### src/rtl/qclk_pkg.sv
package qclk_pkg;
    typedef enum logic [1:0] {
        ST_HOLD = 2'd0,
        ST_RUN  = 2'd1,
        ST_STOP = 2'd2,
        ST_WAKE = 2'd3
    } qclk_state_e;
endpackage

### src/rtl/qclk_seq.sv
module qclk_seq
    import qclk_pkg::*;
#(
    parameter int PHASES = 4,
    parameter int CW     = $clog2(PHASES)
) (
    input  logic          clk,
    input  logic          rst_n,
    input  logic          stop_req,
    input  logic          wake_evt,
    output qclk_state_e   state_q,
    output logic [CW-1:0] cnt_q,
    output qclk_state_e   state_nx,
    output logic [CW-1:0] cnt_nx
);
    localparam logic [CW-1:0] LAST  = CW'(PHASES - 1);
    localparam logic [CW-1:0] FIRST = CW'(1);

    logic [CW-1:0] cnt_step;

    always_comb begin
        cnt_step = (cnt_q == LAST) ? '0 : cnt_q + FIRST;
    end

    always_comb begin
        state_nx = state_q;
        cnt_nx   = cnt_q;
        unique case (state_q)
            ST_HOLD: begin
                state_nx = ST_RUN;
                cnt_nx   = FIRST;
            end
            ST_RUN: begin
                if (cnt_q == '0 && stop_req) begin
                    state_nx = ST_STOP;
                    cnt_nx   = '0;
                end else begin
                    cnt_nx = cnt_step;
                end
            end
            ST_STOP: begin
                if (wake_evt) begin
                    state_nx = ST_WAKE;
                    cnt_nx   = FIRST;
                end
            end
            ST_WAKE: begin
                cnt_nx = cnt_step;
                if (cnt_q == '0) begin
                    state_nx = ST_RUN;
                end
            end
            default: begin
                state_nx = ST_HOLD;
                cnt_nx   = '0;
            end
        endcase
    end

    always_ff @(posedge clk or negedge rst_n) begin
        if (!rst_n) begin
            state_q <= ST_HOLD;
            cnt_q   <= '0;
        end else begin
            state_q <= state_nx;
            cnt_q   <= cnt_nx;
        end
    end
endmodule

### src/rtl/qclk_decode.sv
module qclk_decode
    import qclk_pkg::*;
#(
    parameter int PHASES = 4,
    parameter int CW     = $clog2(PHASES)
) (
    input  logic          clk,
    input  logic          rst_n,
    input  qclk_state_e   state_nx,
    input  logic [CW-1:0] cnt_nx,
    output logic          ph_clk,
    output logic          bus_clk,
    output logic          addr_strobe,
    output logic          cyc_end
);
    localparam logic [CW-1:0] HALF     = CW'(PHASES / 2);
    localparam logic [CW-1:0] BUS_FROM = CW'(PHASES / 2 + 1);

    logic ph_d, bus_d, as_d, end_d;
    logic ph_on, bus_on, q0;

    always_comb begin
        q0     = (cnt_nx == '0);
        ph_on  = (cnt_nx >= HALF);
        bus_on = q0 || (cnt_nx >= BUS_FROM);
        ph_d   = 1'b0;
        bus_d  = 1'b0;
        as_d   = 1'b0;
        end_d  = 1'b0;
        unique case (state_nx)
            ST_RUN: begin
                ph_d  = ph_on;
                bus_d = bus_on;
                as_d  = q0;
                end_d = q0;
            end
            ST_WAKE: begin
                ph_d  = ph_on;
                end_d = q0;
            end
            ST_HOLD, ST_STOP: begin
                ph_d = 1'b0;
            end
            default: begin
                ph_d = 1'b0;
            end
        endcase
    end

    always_ff @(posedge clk or negedge rst_n) begin
        if (!rst_n) begin
            ph_clk      <= 1'b0;
            bus_clk     <= 1'b0;
            addr_strobe <= 1'b0;
            cyc_end     <= 1'b0;
        end else begin
            ph_clk      <= ph_d;
            bus_clk     <= bus_d;
            addr_strobe <= as_d;
            cyc_end     <= end_d;
        end
    end
endmodule

### src/rtl/qclk_gen.sv
module qclk_gen
    import qclk_pkg::*;
#(
    parameter int PHASES = 4
) (
    input  logic osc_clk,
    input  logic rst_n,
    input  logic stop_req,
    input  logic wake_evt,
    output logic ph_clk,
    output logic bus_clk,
    output logic addr_strobe,
    output logic cyc_end
);
    localparam int CW = $clog2(PHASES);

    qclk_state_e   state_q, state_nx;
    logic [CW-1:0] cnt_q, cnt_nx;

    qclk_seq #(.PHASES(PHASES), .CW(CW)) u_seq (
        .clk      (osc_clk),
        .rst_n    (rst_n),
        .stop_req (stop_req),
        .wake_evt (wake_evt),
        .state_q  (state_q),
        .cnt_q    (cnt_q),
        .state_nx (state_nx),
        .cnt_nx   (cnt_nx)
    );

    qclk_decode #(.PHASES(PHASES), .CW(CW)) u_dec (
        .clk         (osc_clk),
        .rst_n       (rst_n),
        .state_nx    (state_nx),
        .cnt_nx      (cnt_nx),
        .ph_clk      (ph_clk),
        .bus_clk     (bus_clk),
        .addr_strobe (addr_strobe),
        .cyc_end     (cyc_end)
    );

    AST_STROBE_IN_BUS_HIGH: assert property (@(posedge osc_clk) disable iff (!rst_n)
        addr_strobe |-> (bus_clk && !ph_clk));
    AST_BUS_RISE_LAGS: assert property (@(posedge osc_clk) disable iff (!rst_n)
        $rose(bus_clk) |-> ($past(ph_clk) && ph_clk));
    AST_PH_TWO_WIDE: assert property (@(posedge osc_clk) disable iff (!rst_n)
        $rose(ph_clk) |=> ph_clk);
    AST_END_SINGLE: assert property (@(posedge osc_clk) disable iff (!rst_n)
        cyc_end |=> !cyc_end);
    AST_STOP_QUIET: assert property (@(posedge osc_clk) disable iff (!rst_n)
        (state_q == ST_STOP) |-> (!ph_clk && !bus_clk && !addr_strobe && !cyc_end && cnt_q == '0));
    AST_STOP_AT_BOUNDARY: assert property (@(posedge osc_clk) disable iff (!rst_n)
        (state_q == ST_STOP && $past(state_q) == ST_RUN) |-> ($past(cnt_q) == '0 && $past(stop_req)));
    AST_WAKE_NO_BUS: assert property (@(posedge osc_clk) disable iff (!rst_n)
        (state_q == ST_WAKE) |-> (!bus_clk && !addr_strobe));
endmodule

### config.mk
export PLATFORM = sky130hd
export DESIGN_NAME = qclk_gen
export DESIGN_NICKNAME = d
export VERILOG_FILES = /design/src/rtl/qclk_pkg.sv /design/src/rtl/qclk_seq.sv /design/src/rtl/qclk_decode.sv /design/src/rtl/qclk_gen.sv
export SDC_FILE = /design/constraint.sdc
export NUM_CORES = 1
export LEC_CHECK = 0
export BUFFER_PORTS_ARGS = -buffer_cell sky130_fd_sc_hd__buf_4
export CORE_AREA = 2 2 39 41
export CTS_CLUSTER_SIZE = 25
export DETAILED_ROUTE_END_ITERATION = 12
export DIE_AREA = 0 0 41 43
export PLACE_DENSITY = 0.59
export SLEW_MARGIN = 20
export SYNTH_ARGS = -nofsm -noshare
export SYNTH_HDL_FRONTEND = slang
export SYNTH_SLANG_ARGS = --single-unit
export TNS_END_PERCENT = 10
### constraint.sdc
create_clock -name osc_clk -period 2.7 [get_ports osc_clk]
set_input_delay 0.27 -clock osc_clk [delete_from_list [all_inputs] [get_ports osc_clk]]
set_output_delay 0.27 -clock osc_clk [all_outputs]
set_load 0.005 [all_outputs]
After elaboration in Yosys (flattened, before gate mapping)
Cells that the tools add are included.
Storage, ports and cells
  bits in registers: 8
  output and inout bits: 4
Operators by class
  add/subtract/negate cells: 1
  $lt $le $gt $ge: 2
  equality and inequality tests: 7
  multiplexer cells: 12
  reductions and logical operators: 8
Operators with widths (number)
  $pmux 2 s4: 2
  $mux 2: 6
  $eq 2x2->1 const B: 5
  $logic_not 2->1: 4
  $eq 2x1->1 const B: 2
  $ge 2x2->1 const B: 2
  $reduce_or 2->1: 2
  $mux 1: 3
  $add 2x1->2 const B: 1
  $pmux 1 s2: 1
  $logic_and 1x1->1: 1
  $logic_or 1x1->1: 1

Depth between registers and ports, before layout
Gate-level depths: netlist of the first run.
  depth after elaboration: 7
  depth in mapped cells: 6

By module
A second synthesis of the first run with hierarchy kept.
Unflattened totals
  cells, all modules: 31
  area, all modules: 370.4 sq um
Modules (own cells, without submodules)
  qclk_seq: instances 1, cells an instance 19, area each 201.4 sq um
  qclk_decode: instances 1, cells an instance 12, area each 168.9 sq um

Worst setup path before layout of the first run
No wires, ideal clock.
  path type: register to register
  start point: register u_seq.cnt_q[0]
  end point: register u_dec.bus_clk
  library setup time: 86 ps
  arrival time: 1329 ps
  setup slack: 1285 ps
  cell stages (with the launch flop): 7
  buffers on the path: 0
  clock period less this slack: 1415 ps
  cell sequence: dfrtp_1 -> inv_1 -> ha_1 -> nand3b_1 -> a31oi_1 -> ha_1 -> nor3_1
Between the ends
  longest elaborated chain between the ends: 7
RTL lines
  start: declaration: line qclk_seq.sv:12  | output logic [CW-1:0] cnt_q,
  start signal: assignment: line qclk_seq.sv:66  | cnt_q <= cnt_nx;
  $add 2x1->2 (tied with other cells): line qclk_seq.sv:22  | cnt_step = (cnt_q == LAST) ? '0 : cnt_q + FIRST;
  $mux 2 / $logic_and 1x1->1 (equally long branches): line qclk_seq.sv:22, qclk_seq.sv:34
  $mux 2: line qclk_seq.sv:34  | if (cnt_q == '0 && stop_req) begin
  $pmux 2 s4: line qclk_seq.sv:28  | unique case (state_q)
  $ge 2x2->1 / $logic_not 2->1 (equally long branches): line qclk_decode.sv:25, qclk_decode.sv:23
  $logic_or 1x1->1: line qclk_decode.sv:25  | bus_on = q0 || (cnt_nx >= BUS_FROM);
  $mux 1 (*): line qclk_decode.sv:30  | unique case (state_nx)
  via u_dec.bus_d: line qclk_decode.sv:19  | logic ph_d, bus_d, as_d, end_d;
  end signal: assignment: line qclk_decode.sv:58  | bus_clk <= bus_d;
  end: declaration: line qclk_decode.sv:12  | output logic bus_clk,
Mark *: on every way through the listed nets, which the timed path passes. The rest lies on a longest branch.

Worst setup path after layout of the first run
Same ends and word-level chain as after synthesis.

==> results, run 1 <==
- The flow ran to the end, and the final reports show no timing, DRC or antenna violations.
- The first global-routing pass estimated approximately 1100 µm of wire.
- The final cell count without fillers is between 50 and 60.
- The top cell type's share of synthesized area is 50.6%.
- The die footprint is between 1500 and 2000 µm².
- The proportion of synthesized chip area in sequential cells is between 50 and 60%.
- After synthesis, the netlist uses 18 different library cells.
- The TritonCTS sink count is 8.
- After technology mapping, the gate count stands at 31.
- The number of I/O pins is 8.
- The register cell area after layout is 200 µm².
- The die is between 40 and 50 µm tall.
- The power density relative to cell area is about 1200 nW/µm².
- The count of synthesis-stage warnings from yosys is 0.
- The number of antenna violations at the first check in global routing was 0.
- The via count of the first global-routing pass is 276.
- Routability-driven placement finished with a final weighted congestion of around 0.7.
- After synthesis, the cell types taking the most area are sky130_fd_sc_hd__dfrtp_1 (51%), sky130_fd_sc_hd__ha_1 (9.5%), sky130_fd_sc_hd__nor3b_1 (7.6%).
- The leakage dissipation is roughly 0.23 nW.
- In this run the tool buffered the top-level ports with 7 buffer cells.
- The count of unresolved DRC violations after routing is 0.
- The leading area contributor after synthesis is sky130_fd_sc_hd__dfrtp_1.
- The total setup violations reported at the end of the flow is 0.
- The worst-margin pin slew is approximately 0.32 ns.
- The hold violation total from the final report is 0.
- After detailed routing, the total wire length is just under 700 µm.
- The accumulated negative setup slack is 0 ns.
- The worst endpoint data arrival time is roughly 1.7 ns.
- After layout, the worst path uses ~58% of the clock period.
- Entering global routing, the biggest net connects 11 pins.
- The share of final-layout standard cells stronger than drive strength 1 is between 30 and 40%.
- The number of core rows is 14.
- The worst slack after detailed placement is roughly 1.1 ns.
- The repair_antennas step left the layout with diodes totalling 0.
- The number of max-slew violations in the final report was 0.
- The peak fanout along the critical path is 5.
- Synthesis inferred 8 register bits.
- In this run the clock root is driven by a sky130_fd_sc_hd__clkbuf_4.
- For this run, the total global-route usage over all layers was measured as between 10% and 20%.
- The category of the worst setup path capture point is a flip-flop.
- The data required time of the critical path is 2.87 ns.
- The clock buffer count from CTS is 3.
- After legalization and detailed placement, the total HPWL measured ~460 µm.
- The worst supply voltage drop on vdd is roughly 0.55 mV.
- From synthesis to final layout, the design area changed by 23.7%.
- The worst hold path belongs to the class in -> reg.
- STA classifies the critical path startpoint as a flip-flop.
- TritonCTS built the clock tree.
- The net count of the finished layout is 50.
- By instance count, the leading cell after synthesis is sky130_fd_sc_hd__dfrtp_1.
- In this run the tightest slew margin relative to its limit is between 70% and 80%.
- The mean area per synthesized cell is 12.8 µm².
- Once the clock tree was built, the resizer swapped 0 gates to a different size.
- The minimum clock period after layout is between 1.5 and 2 ns.
- The fraction of synthesis flops using an asynchronous set or reset pin is 100%.
- The via count is 279.
- After synthesis the cells add up to 395 µm².
- The clock passes through at most 2 buffers.
- Once the floorplan was initialized, standard cells occupied between 20% and 30% of the core.
- After detailed routing, the average wire length per cell comes to ~12 µm.
- For the final database, setup skew stands at around 0.0059 ns.
- After detailed routing, the number of vias per cell comes to just under 5.
- The number of iterations in the first detailed-routing pass is 4.
- For this run, the top clock speed supported by timing is 0.640 GHz.
- The floorplan die width is 41 µm.
- The antenna violation net count after detailed routing is 0.
- The clock-pin slew reported for the worst setup and hold paths after clock tree synthesis is 0.06 ns.
- By count the netlist is led by sky130_fd_sc_hd__dfrtp_1 (8), sky130_fd_sc_hd__nor3b_1 (4), sky130_fd_sc_hd__ha_1 (3).
- The area of the placeable core is between 1000 and 1500 µm².
- The cell count after placement is 53.
- In the synthesized netlist the dominant register cell turns out to be sky130_fd_sc_hd__dfrtp_1.
- The end-of-flow core utilization is around 35%.
- The latest clock arrival within the worst-skew pair is 0.25 ns.
- Counting every net in the synthesized netlist gives 38.
- After layout, the worst setup slack is around 1.1 ns.
- The number of maximum-capacitance violations is 0.
- Setup repair after global routing left no endpoint under its margin.
- The iteration-0 DRC count of the detailed router is 2.
- The multi-input combinational cells in the finished layout cover a total of 176 µm².
- The critical path start-end classification is reg -> reg.
- The number of synthesized flops with an enable pin is 0.
- CTS built an H-tree with a depth of 1.
- For this run the aggregate overflow at the end of global routing stands at 0.
- Counting the fill cells in the layout gives 137.
[registers in the layout, summed over array words and instances (netlist names)]
name / flops
u_dec.addr_strobe: 1
u_dec.bus_clk: 1
u_dec.cyc_end: 1
u_dec.ph_clk: 1
u_seq.cnt_q: 2
u_seq.state_q: 2
[placed cells by master (no fill, tap or decap), drive strengths merged, types with 2 or more instances in the layout]
cell type	netlist	routed
nor3b	5	5
buf	1	7
ha	3	3
dfrtp	8	8
inv	2	2
clkbuf	0	3
[metrics by stage]
| stage | hold slack (ns) | total power [mW] | cell area, µm² |
|---|---|---|---|
| global placement | 0.0933 | 0.519 | 457 |
| global route | 0.298 | 0.666 | 489 |
| CTS | 0.288 | 0.614 | 489 |
| detailed placement | 0.0932 | 0.514 | 457 |
| floorplan | -0.0256 | 0.435 | 395 |
| finish | 0.295 | 0.607 | 489 |
[power by group]
group	leakage, nW	total (mW)	switching, mW	internal, mW
combinational	0.117	0.294	0.118	0.175
clock	0.0138	0.0902	0.0394	0.0508
sequential	0.0966	0.224	0.0428	0.181
total	0.227	0.607	0.200	0.407
[per-layer routing]
metal / vias up / share of wire, % / global-route usage (%)
met2: 10 / 51 / 14.4
met1: 134 / 41 / 11.7
li1: 135 / - / -
met4: 0 / 0 / 4.00
met3: 0 / 7.6 / 7.85
met5: - / 0 / 0
[critical path: stages, from the launching register on]
cell                        delay (ns)
sky130_fd_sc_hd__dfrtp_1          0.41
sky130_fd_sc_hd__inv_1            0.07
sky130_fd_sc_hd__ha_1             0.18
sky130_fd_sc_hd__nand3b_1         0.18
sky130_fd_sc_hd__a2bb2oi_1        0.21
sky130_fd_sc_hd__ha_1             0.26
sky130_fd_sc_hd__nor3_1           0.17
[cell families (layout without fill, tap and decap cells)]
logic type,after synthesis,count (layout),share of synthesized area [%]
AO/OA/AOI/OAI,5,5,10.1
flip-flops,8,8,50.6
AND/OR/NAND/NOR,12,12,25.0
adder cells (fa/ha/maj),3,3,9.49
buffers and inverters,3,13,4.75
[timing repair]
action                                  CTS  global route
hold buffers                              1             0
hold endpoints to repair                  8             0
endpoints found under the setup margin    0             0
buffers inserted                          0             0
[worst paths after layout]
path	slack, ns	endpoint	startpoint	cells past startpoint
max in group asynchronous	2.20	u_seq.state_q[1]	rst_n	2
setup reg to reg	1.14	u_dec.bus_clk	u_seq.cnt_q[0]	6
hold reg to reg	0.62	u_seq.cnt_q[0]	u_seq.state_q[0]	1
setup / recovery	1.14	u_dec.bus_clk	u_seq.cnt_q[0]	6
hold / removal	0.29	u_seq.state_q[0]	wake_evt	3
min in group asynchronous	0.37	u_dec.ph_clk	rst_n	2
[layout make-up]
class                   instances  share of cell area, %
multi-input cells              20                   36.1
inverters                       2                   1.53
flip-flops and latches          8                   40.9
well taps                      16                   4.09
repair buffers                  8                   12.8
clock buffers                   3                   4.60
No activity file was read; power rests on OpenSTA's default activity.
==> run 2: changes to the inputs <==
--- a/config.mk
+++ b/config.mk
@@ -5,12 +5,13 @@
 export SDC_FILE = /design/constraint.sdc
 export NUM_CORES = 1
 export LEC_CHECK = 0
+export ABC_AREA = 1
 export BUFFER_PORTS_ARGS = -buffer_cell sky130_fd_sc_hd__buf_4
 export CORE_AREA = 2 2 39 41
 export CTS_CLUSTER_SIZE = 25
 export DETAILED_ROUTE_END_ITERATION = 12
 export DIE_AREA = 0 0 41 43
-export PLACE_DENSITY = 0.59
+export PLACE_DENSITY = 0.61
 export SLEW_MARGIN = 20
 export SYNTH_ARGS = -nofsm -noshare
 export SYNTH_HDL_FRONTEND = slang
==> constraint.sdc (replaced) <==
create_clock -name osc_clk -period 1.6 [get_ports osc_clk]
set_input_delay 0.16 -clock osc_clk [delete_from_list [all_inputs] [get_ports osc_clk]]
set_output_delay 0.16 -clock osc_clk [all_outputs]
set_load 0.005 [all_outputs]
==> results, run 2 <==
- In this run, the clock network consumes between 10% and 20% of the power.
- Setup violations remaining at the end of the flow were counted as 0.
- The part of the power in registers is between 30% and 40%.
- The total wire length is ~750 µm.
- Ranked by total cell area, the synthesized netlist is headed by sky130_fd_sc_hd__dfrtp_1 (48%), sky130_fd_sc_hd__ha_1 (9.1%), sky130_fd_sc_hd__nand2_1 (9.1%).
- The number of synthesized register bits is 8.
- In the global route stage, met3 resource usage came out at 3.14%.
- For this block, the via count after detailed routing is slightly above 300.
- Once detail routing completed, the nets flagged for antenna violations numbered 0.
- The most utilized layer in the global route result is met2.
- Counting flops with an async set or reset pin after synthesis yields a share of between 90% and 100%.
- The number of I/O pins is 8.
- The global-route usage over all layers is a little over a tenth.
- The hold violation total from the final report is 0.
- The count of synthesis-stage warnings from yosys is 0.
- The number of iterations in the first detailed-routing pass is 4.
- The finished layout holds between 70 and 80 standard cells, fillers aside.
- The proportion of synthesized chip area in sequential cells is 48.3%.
- Data on the critical path is required at its endpoint by ~1.8 ns.
- The maximum number of buffers from clock root to sink is 2.
- After global routing the overflow that remains totals 0.
- The analysis attributes to cell leakage a power of a little under 0.3 nW.
- The CTS tree is yes.
- Based on the critical path, the design can be clocked at up to between 0.6 and 0.7 GHz.
- The path class of the tightest hold or removal check is in -> reg.
- The minimum clock period after layout is approximately 1.5 ns.
- In this run, distinct cell masters in the synthesized netlist total 12.
- The number of gates resized after CTS was 0.
- The area growth from synthesis to final layout is 22.7%.
- The clock arrives with approximately 0.0045 ns of skew.
- In this run the tightest slew margin relative to its limit is roughly four fifths.
- In the final design database the tool counted 67 nets.
- The TritonCTS sink count is 8.
- The initial cell density of the core is about 30%.
- The maximum number of pins on one net before global-route repair is 9.
- The chip height is around 43 µm.
- For this run, the leading register cell type out of synthesis is sky130_fd_sc_hd__dfrtp_1.
- The tightest hold path in the finished design has a slack of between 0.2 and 0.25 ns.
- The accumulated negative setup slack is 0 ns.
- The power density relative to cell area is 2120 nW/µm².
- The worst-case register-to-register setup slack is 0.14 ns.
- STA classifies the critical path startpoint as a flip-flop.
- The per-cell via count in the routed design is around 4.2.
- The met2 usage in global routing is around 16%.
- The routed length per instance is slightly above 10 µm.
- The largest registers in the layout are u_seq.cnt_q x2, u_seq.state_q x2.
- By count the netlist is led by sky130_fd_sc_hd__nand2_1 (10), sky130_fd_sc_hd__dfrtp_1 (8), sky130_fd_sc_hd__inv_1 (7), sky130_fd_sc_hd__nor2_1 (7), sky130_fd_sc_hd__nand3_1 (4).
- The worst setup path is captured at a flip-flop.
- The tool flagged a number of max-cap violations equal to 0.
- In the synthesized netlist, the number of instances is 48.
- Of the available clock period, the critical path in the final layout requires 91.0%.
- The area of all placed cells without fillers is 508 µm².
- The count of antenna diodes in the layout is 0.
- In the post-route analysis, the smallest setup slack over all paths is roughly 0.14 ns.
- The number of max-slew violations in the final report is 0.
- The floorplan step defined a die boundary enclosing 1760 µm².
- The via count of the first global-routing pass was between 300 and 400.
- The area of the placeable core is 1380 µm².
- After clock tree synthesis, the clock-pin slew on the worst setup and hold paths is about 0.05 ns.
- Once placement completed, the tool counted placed cells totaling 70.
- The first-pass GRT wire length is between 1000 and 1500 µm.
- The worst supply voltage drop on vdd is 0.527 mV.
- The worst-margin pin slew is ~0.28 ns.
- The iteration-0 DRC count of the detailed router is 9.
- The internal power of the cells totals roughly 630 µW.
- The leading area contributor after synthesis is sky130_fd_sc_hd__dfrtp_1.
- The die is 41 µm wide.
- The number of nets handed over by synthesis was 55.
- Leaving out fill and tap cells, the most frequent cells in the layout are sky130_fd_sc_hd__nand2_1 (10), sky130_fd_sc_hd__dfrtp_1 (8), sky130_fd_sc_hd__inv_1 (7), sky130_fd_sc_hd__nor2_1 (7), sky130_fd_sc_hd__buf_4 (7).
- During placement, the flow inserted port buffers numbering 7.
- The top cell type's share of synthesized area is approximately half.
- The setup path with the least slack is of type reg -> reg.
- Once detailed placement completed, the half-perimeter wirelength came to 601 µm.
- The maximum level of the CTS H-tree is 1.
- Cells with a size suffix above 1 make up between 30% and 40% of the layout.
- Routability-driven placement finished with a final weighted congestion of roughly 0.7.
- OpenSTA, run right after detailed placement, puts the worst setup slack at around 0.15 ns.
- The mean area per synthesized cell is around 8.6 µm².
- The netlist area before placement is between 400 and 500 µm².
- Combinational logic burns 51.1% of the power.
- The number of core rows is 14.
- Data on the critical path arrives at its endpoint at 1.63 ns.
- The clock root buffer is sky130_fd_sc_hd__clkbuf_4.
- In this run switching power makes up 40.9% of total power.
- The placed instances occupy a cell area of between 400 and 500 µm².
- In this run, synthesis inferred 0 flip-flops with an integrated enable.
- The met1 track demand over resource in global routing is between 10% and 20%.
- The flow ran to the end, and the final reports show no timing, DRC or antenna violations.
- The number of clock buffers added by TritonCTS is 3.
- By instance count, the leading cell after synthesis is sky130_fd_sc_hd__nand2_1.
- Leaving out fill and tap cells, the most frequent cell in the layout is sky130_fd_sc_hd__nand2_1.
- The number of antenna violations at the first check in global routing is 0.
- Setup repair after global routing left no endpoint under its margin.
- The net switching power figure is 440 µW.
- The latest clock arrival within the worst-skew pair is roughly 0.25 ns.
- The peak fanout along the critical path is 4.
- The count of unresolved DRC violations after routing is 0.
[run 2: cell count changes after synthesis, moves of 2 or more]
cell	change
sky130_fd_sc_hd__nand2_1	+10
sky130_fd_sc_hd__nor2_1	+6
sky130_fd_sc_hd__inv_1	+5
sky130_fd_sc_hd__nand3_1	+4
sky130_fd_sc_hd__nor3b_1	-4
sky130_fd_sc_hd__nand2_2	+3
sky130_fd_sc_hd__inv_2	+2
[run 2: routing by layer]
layer  vias up  wire, µm
met1       144       335
li1        164         -
met2         1       412
met4         0         0
met5         -         0
met3         0         0
[run 2: area by class of cell]
type                            count  area, µm²
Multi-Input combinational cell     30        169
Clock buffer                        3       22.5
Inverter                            9       33.8
Timing Repair Buffer                8       62.6
Sequential cell                     8        200
Tap cell                           16       20.0
Fill cell                         148        876
[run 2: logic make-up (layout without fill, tap and decap cells)]
logic type / count (synthesis) / after routing / share of synthesized area [%]
flops: 8 / 8 / 48.3
simple gates: 27 / 27 / 31.7
fa+ha+maj: 3 / 3 / 9.06
buf+inv: 10 / 20 / 10.9
[run 2: worst max-delay path, cell delays in order (launching register included)]
cell	delay (ns)
sky130_fd_sc_hd__dfrtp_1	0.37
sky130_fd_sc_hd__inv_1	0.07
sky130_fd_sc_hd__ha_1	0.27
sky130_fd_sc_hd__nand3_2	0.11
sky130_fd_sc_hd__nand3_1	0.08
sky130_fd_sc_hd__nand2_2	0.09
sky130_fd_sc_hd__inv_2	0.03
sky130_fd_sc_hd__ha_1	0.27
sky130_fd_sc_hd__nor2_1	0.11
[run 2: worst paths after layout]
check / start / endpoint / depth (start not counted)
worst max-delay path: u_seq.cnt_q[0] / u_dec.bus_clk / 8
worst min-delay path: wake_evt / u_seq.cnt_q[1] / 4
worst max register to register: u_seq.cnt_q[0] / u_dec.bus_clk / 8
worst min register to register: u_seq.cnt_q[0] / u_seq.cnt_q[0] / 3
max in group asynchronous: rst_n / u_dec.addr_strobe / 2
min in group asynchronous: rst_n / u_dec.ph_clk / 2
[run 2: what timing repair did]
action	4_1_cts	5_1_grt
hold buffers	1	0
hold endpoints to repair	8	0
setup buffers	0	0
[run 2: power by group through the flow]
stage	Clock [mW]	Combinational, mW	Sequential, mW
after floorplan	0	0.424	0.355
after global placement	0	0.543	0.373
after detailed placement	0	0.559	0.378
after CTS	0.162	0.563	0.375
after global routing	0.172	0.644	0.389
final	0.153	0.549	0.373
[run 2: metrics by stage]
| step | utilization (%) | power, mW |
|---|---|---|
| finish | 36.7 | 1.07 |
| global route | 36.7 | 1.20 |
| CTS | 36.7 | 1.10 |
| detailed placement | 34.4 | 0.937 |
| global placement | 34.4 | 0.916 |
| floorplan | - | 0.779 |
==> run 3: changes to the inputs <==
--- a/config.mk
+++ b/config.mk
@@ -7,11 +7,14 @@
 export LEC_CHECK = 0
 export ABC_AREA = 1
 export BUFFER_PORTS_ARGS = -buffer_cell sky130_fd_sc_hd__buf_4
-export CORE_AREA = 2 2 39 41
+export CELL_PAD_IN_SITES_DETAIL_PLACEMENT = 0
+export CELL_PAD_IN_SITES_GLOBAL_PLACEMENT = 2
+export CORE_MARGIN = 1.5
+export CORE_UTILIZATION = 29
 export CTS_CLUSTER_SIZE = 25
 export DETAILED_ROUTE_END_ITERATION = 12
-export DIE_AREA = 0 0 41 43
-export PLACE_DENSITY = 0.61
+export GPL_TIMING_DRIVEN = 1
+export PLACE_DENSITY = 0.83
 export SLEW_MARGIN = 20
 export SYNTH_ARGS = -nofsm -noshare
 export SYNTH_HDL_FRONTEND = slang
==> results, run 3 (synthesis gave the netlist of run 2 again) <==
- During I/O placement, the number of pins put on the boundary was 8.
- The clock root buffer is sky130_fd_sc_hd__clkbuf_4.
- CTS built an H-tree with a depth of 1.
- Dividing the detail-routed via count by the number of cells gives 4.32.
- The initial cell density of the core is between 30% and 40%.
- The global placer's final weighted congestion is 0.700.
- For this design, the sink count on the clock tree is 8.
- The largest registers in the layout are u_seq.cnt_q x2, u_seq.state_q x2.
- The maximum number of buffers from clock root to sink is 2.
- The latest clock arrival within the worst-skew pair is roughly 0.25 ns.
- The peak fanout along the critical path is 3.
- Measured against its own limit, the worst slew margin works out to around 80%.
- Once detail routing completed, the nets flagged for antenna violations numbered 0.
- The worst setup path is launched from a flip-flop.
- The run finished with clean final reports.
- The number of input and output port buffers inserted is 7.
- The clock arrives with 0.00185 ns of skew.
- The worst setup path is of the reg -> reg kind.
- The area of the placeable core is 1320 µm².
- The type of the worst min-delay path is in -> reg.
- Setup violations remaining at the end of the flow were counted as 0.
- The total overflow left after global routing is 0.
- On the critical path, the stage with the largest delay is an instance of sky130_fd_sc_hd__dfrtp_1.
- The clock buffer count from CTS is 3.
- At the worst endpoint, the required time is approximately 1.8 ns.
- The chip height is between 40 and 50 µm.
- The global-route usage over all layers is around an eighth.
- In this run the core area contains 13 standard-cell rows.
- The worst supply voltage drop on vdd is ~0.96 mV.
- In this run the power density over the cells is 2130 nW/µm².
- TritonCTS built the clock tree.
- The net count of the finished layout is 67.
- For this run, the slowest stage of the critical path takes 0.36 ns.
- In the final layout, the share of cells above drive strength 1 is 32.8%.
- The total wire length is 724 µm.
- The routed length per instance is 9.92 µm.
- Across the run, the number of max-cap violations was 0.
- The die footprint is 1660 µm².
- The worst-case register-to-register setup slack is around 0.19 ns.
- Once routing completed, OpenROAD measured the worst setup slack at between 0.15 and 0.2 ns.
- The post-CTS setup repair buffer count is 0.
- After layout, the minimum clock period comes to between 1 and 1.5 ns.
- The first global-routing pass estimated 1280 µm of wire.
- The most common cell after layout, fill and taps aside is sky130_fd_sc_hd__nand2_1.
- The share of the clock period used by the worst path after layout is about nine tenths.
- Setup repair after global routing left no endpoint under its margin.
- Walking the worst path, the cells encountered are inv_1, ha_2, nand3_1, nand2_1, nor2_1, ha_1, nor2_1.
- The accumulated negative setup slack is 0 ns.
- The via count of the first global-routing pass is 300.
- Clock-pin slew was measured on the worst setup and hold paths at ~0.050 ns.
- Detailed routing inserted a total of roughly 320 vias.
- The floorplan die width is between 40 and 50 µm.
- The number of cells traversed by the worst register-to-register path is 7.
- Entering global routing, the biggest net connects 9 pins.
- In the layout the commonest cells are sky130_fd_sc_hd__nand2_1 (10), sky130_fd_sc_hd__dfrtp_1 (8), sky130_fd_sc_hd__inv_1 (7), sky130_fd_sc_hd__nor2_1 (7), sky130_fd_sc_hd__buf_4 (7).
- In this run the cell area measured after placement is roughly 470 µm².
- The peak clock frequency supported by timing is between 0.7 and 0.8 GHz.
- By instance count, the cell type seen most on the critical path is sky130_fd_sc_hd__nor2_1.
- The number of antenna violations at the first check in global routing is 0.
- The cell depth of the worst hold path is 4.
- The category of the worst setup path capture point is a flip-flop.
- The iteration-0 DRC count of the detailed router is 4.
- From synthesis to final layout, the design area changed by 23.0%.
- Data arrives at the worst endpoint at between 1.5 and 2 ns.
- For the pin with the worst max-slew slack, the measured transition is about 0.29 ns.
- The hold violation total from the final report was 0.
- At the placement stage, the worst setup path has a slack of about 0.17 ns.
- The number of max-slew violations in the final report is 0.
- After legalization and detailed placement, the total HPWL measured around 550 µm.
- The count of antenna diodes in the layout is 0.
- The analysis attributes to cell leakage a power of 0.289 nW.
- The count of unresolved DRC violations after routing is 0.
- The area of all placed cells without fillers is about 510 µm².
- The number of iterations in the first detailed-routing pass is 4.
==> run 3: worst paths after layout <==
| kind | from | to |
|---|---|---|
| worst max-delay path | u_seq.cnt_q[0] | u_dec.bus_clk |
| worst min-delay path | wake_evt | u_seq.cnt_q[1] |
| worst max register to register | u_seq.cnt_q[0] | u_dec.bus_clk |
| worst min register to register | u_seq.state_q[1] | u_seq.state_q[1] |
| max in group asynchronous | rst_n | u_dec.cyc_end |
| min in group asynchronous | rst_n | u_seq.state_q[0] |
==> run 3: worst max-delay path, delay by kind of cell, from the launching register on <==
family,cells,cell delay (ns)
buffers and inverters,1,0.07
AND/OR/NAND/NOR,4,0.30
flip-flops,1,0.36
adder cells (fa/ha/maj),2,0.61
==> run 3: per-layer routing <==
layer | up-vias | track usage [%] | wire length, µm
met1 | 137 | 14.2 | 285
met5 | - | 0 | 0
met3 | 4 | 6.52 | 62
met2 | 11 | 18.8 | 357
li1 | 163 | - | -
met4 | 0 | 10.0 | 18
==> run 3: report_power, final <==
group,total [mW],switching [mW],internal [mW]
combinational,0.556,0.304,0.253
clock,0.153,0.0670,0.0857
sequential,0.373,0.0666,0.306
total,1.08,0.437,0.645
==> run 3: metrics by stage <==
| step | power (mW) | std cells | hold slack, ns | util, % |
|---|---|---|---|---|
| 5_1_grt | 1.22 | 73 | 0.219 | 38.7 |
| 4_1_cts | 1.09 | 73 | 0.196 | 38.5 |
| 2_1_floorplan | 0.779 | 48 | -0.136 | - |
| 3_5_place_dp | 0.934 | 69 | -0.0152 | 36.0 |
| 3_3_place_gp | 0.929 | 69 | -0.0177 | 36.0 |
| 6_report | 1.08 | 73 | 0.202 | 38.7 |
==> run 3: area by class of cell <==
| class | instances | area (µm²) |
|---|---|---|
| fillers | 133 | 808 |
| flip-flops and latches | 8 | 200 |
| multi-input cells | 30 | 171 |
| repair buffers | 8 | 62.6 |
| inverters | 9 | 33.8 |
| clock buffers | 3 | 22.5 |
| well taps | 15 | 18.8 |
==> run 3: repair_timing <==
action,CTS,global route
setup endpoints to repair,0,2
hold buffers,1,0
gates resized for setup,0,1
endpoints found under the hold margin,8,0
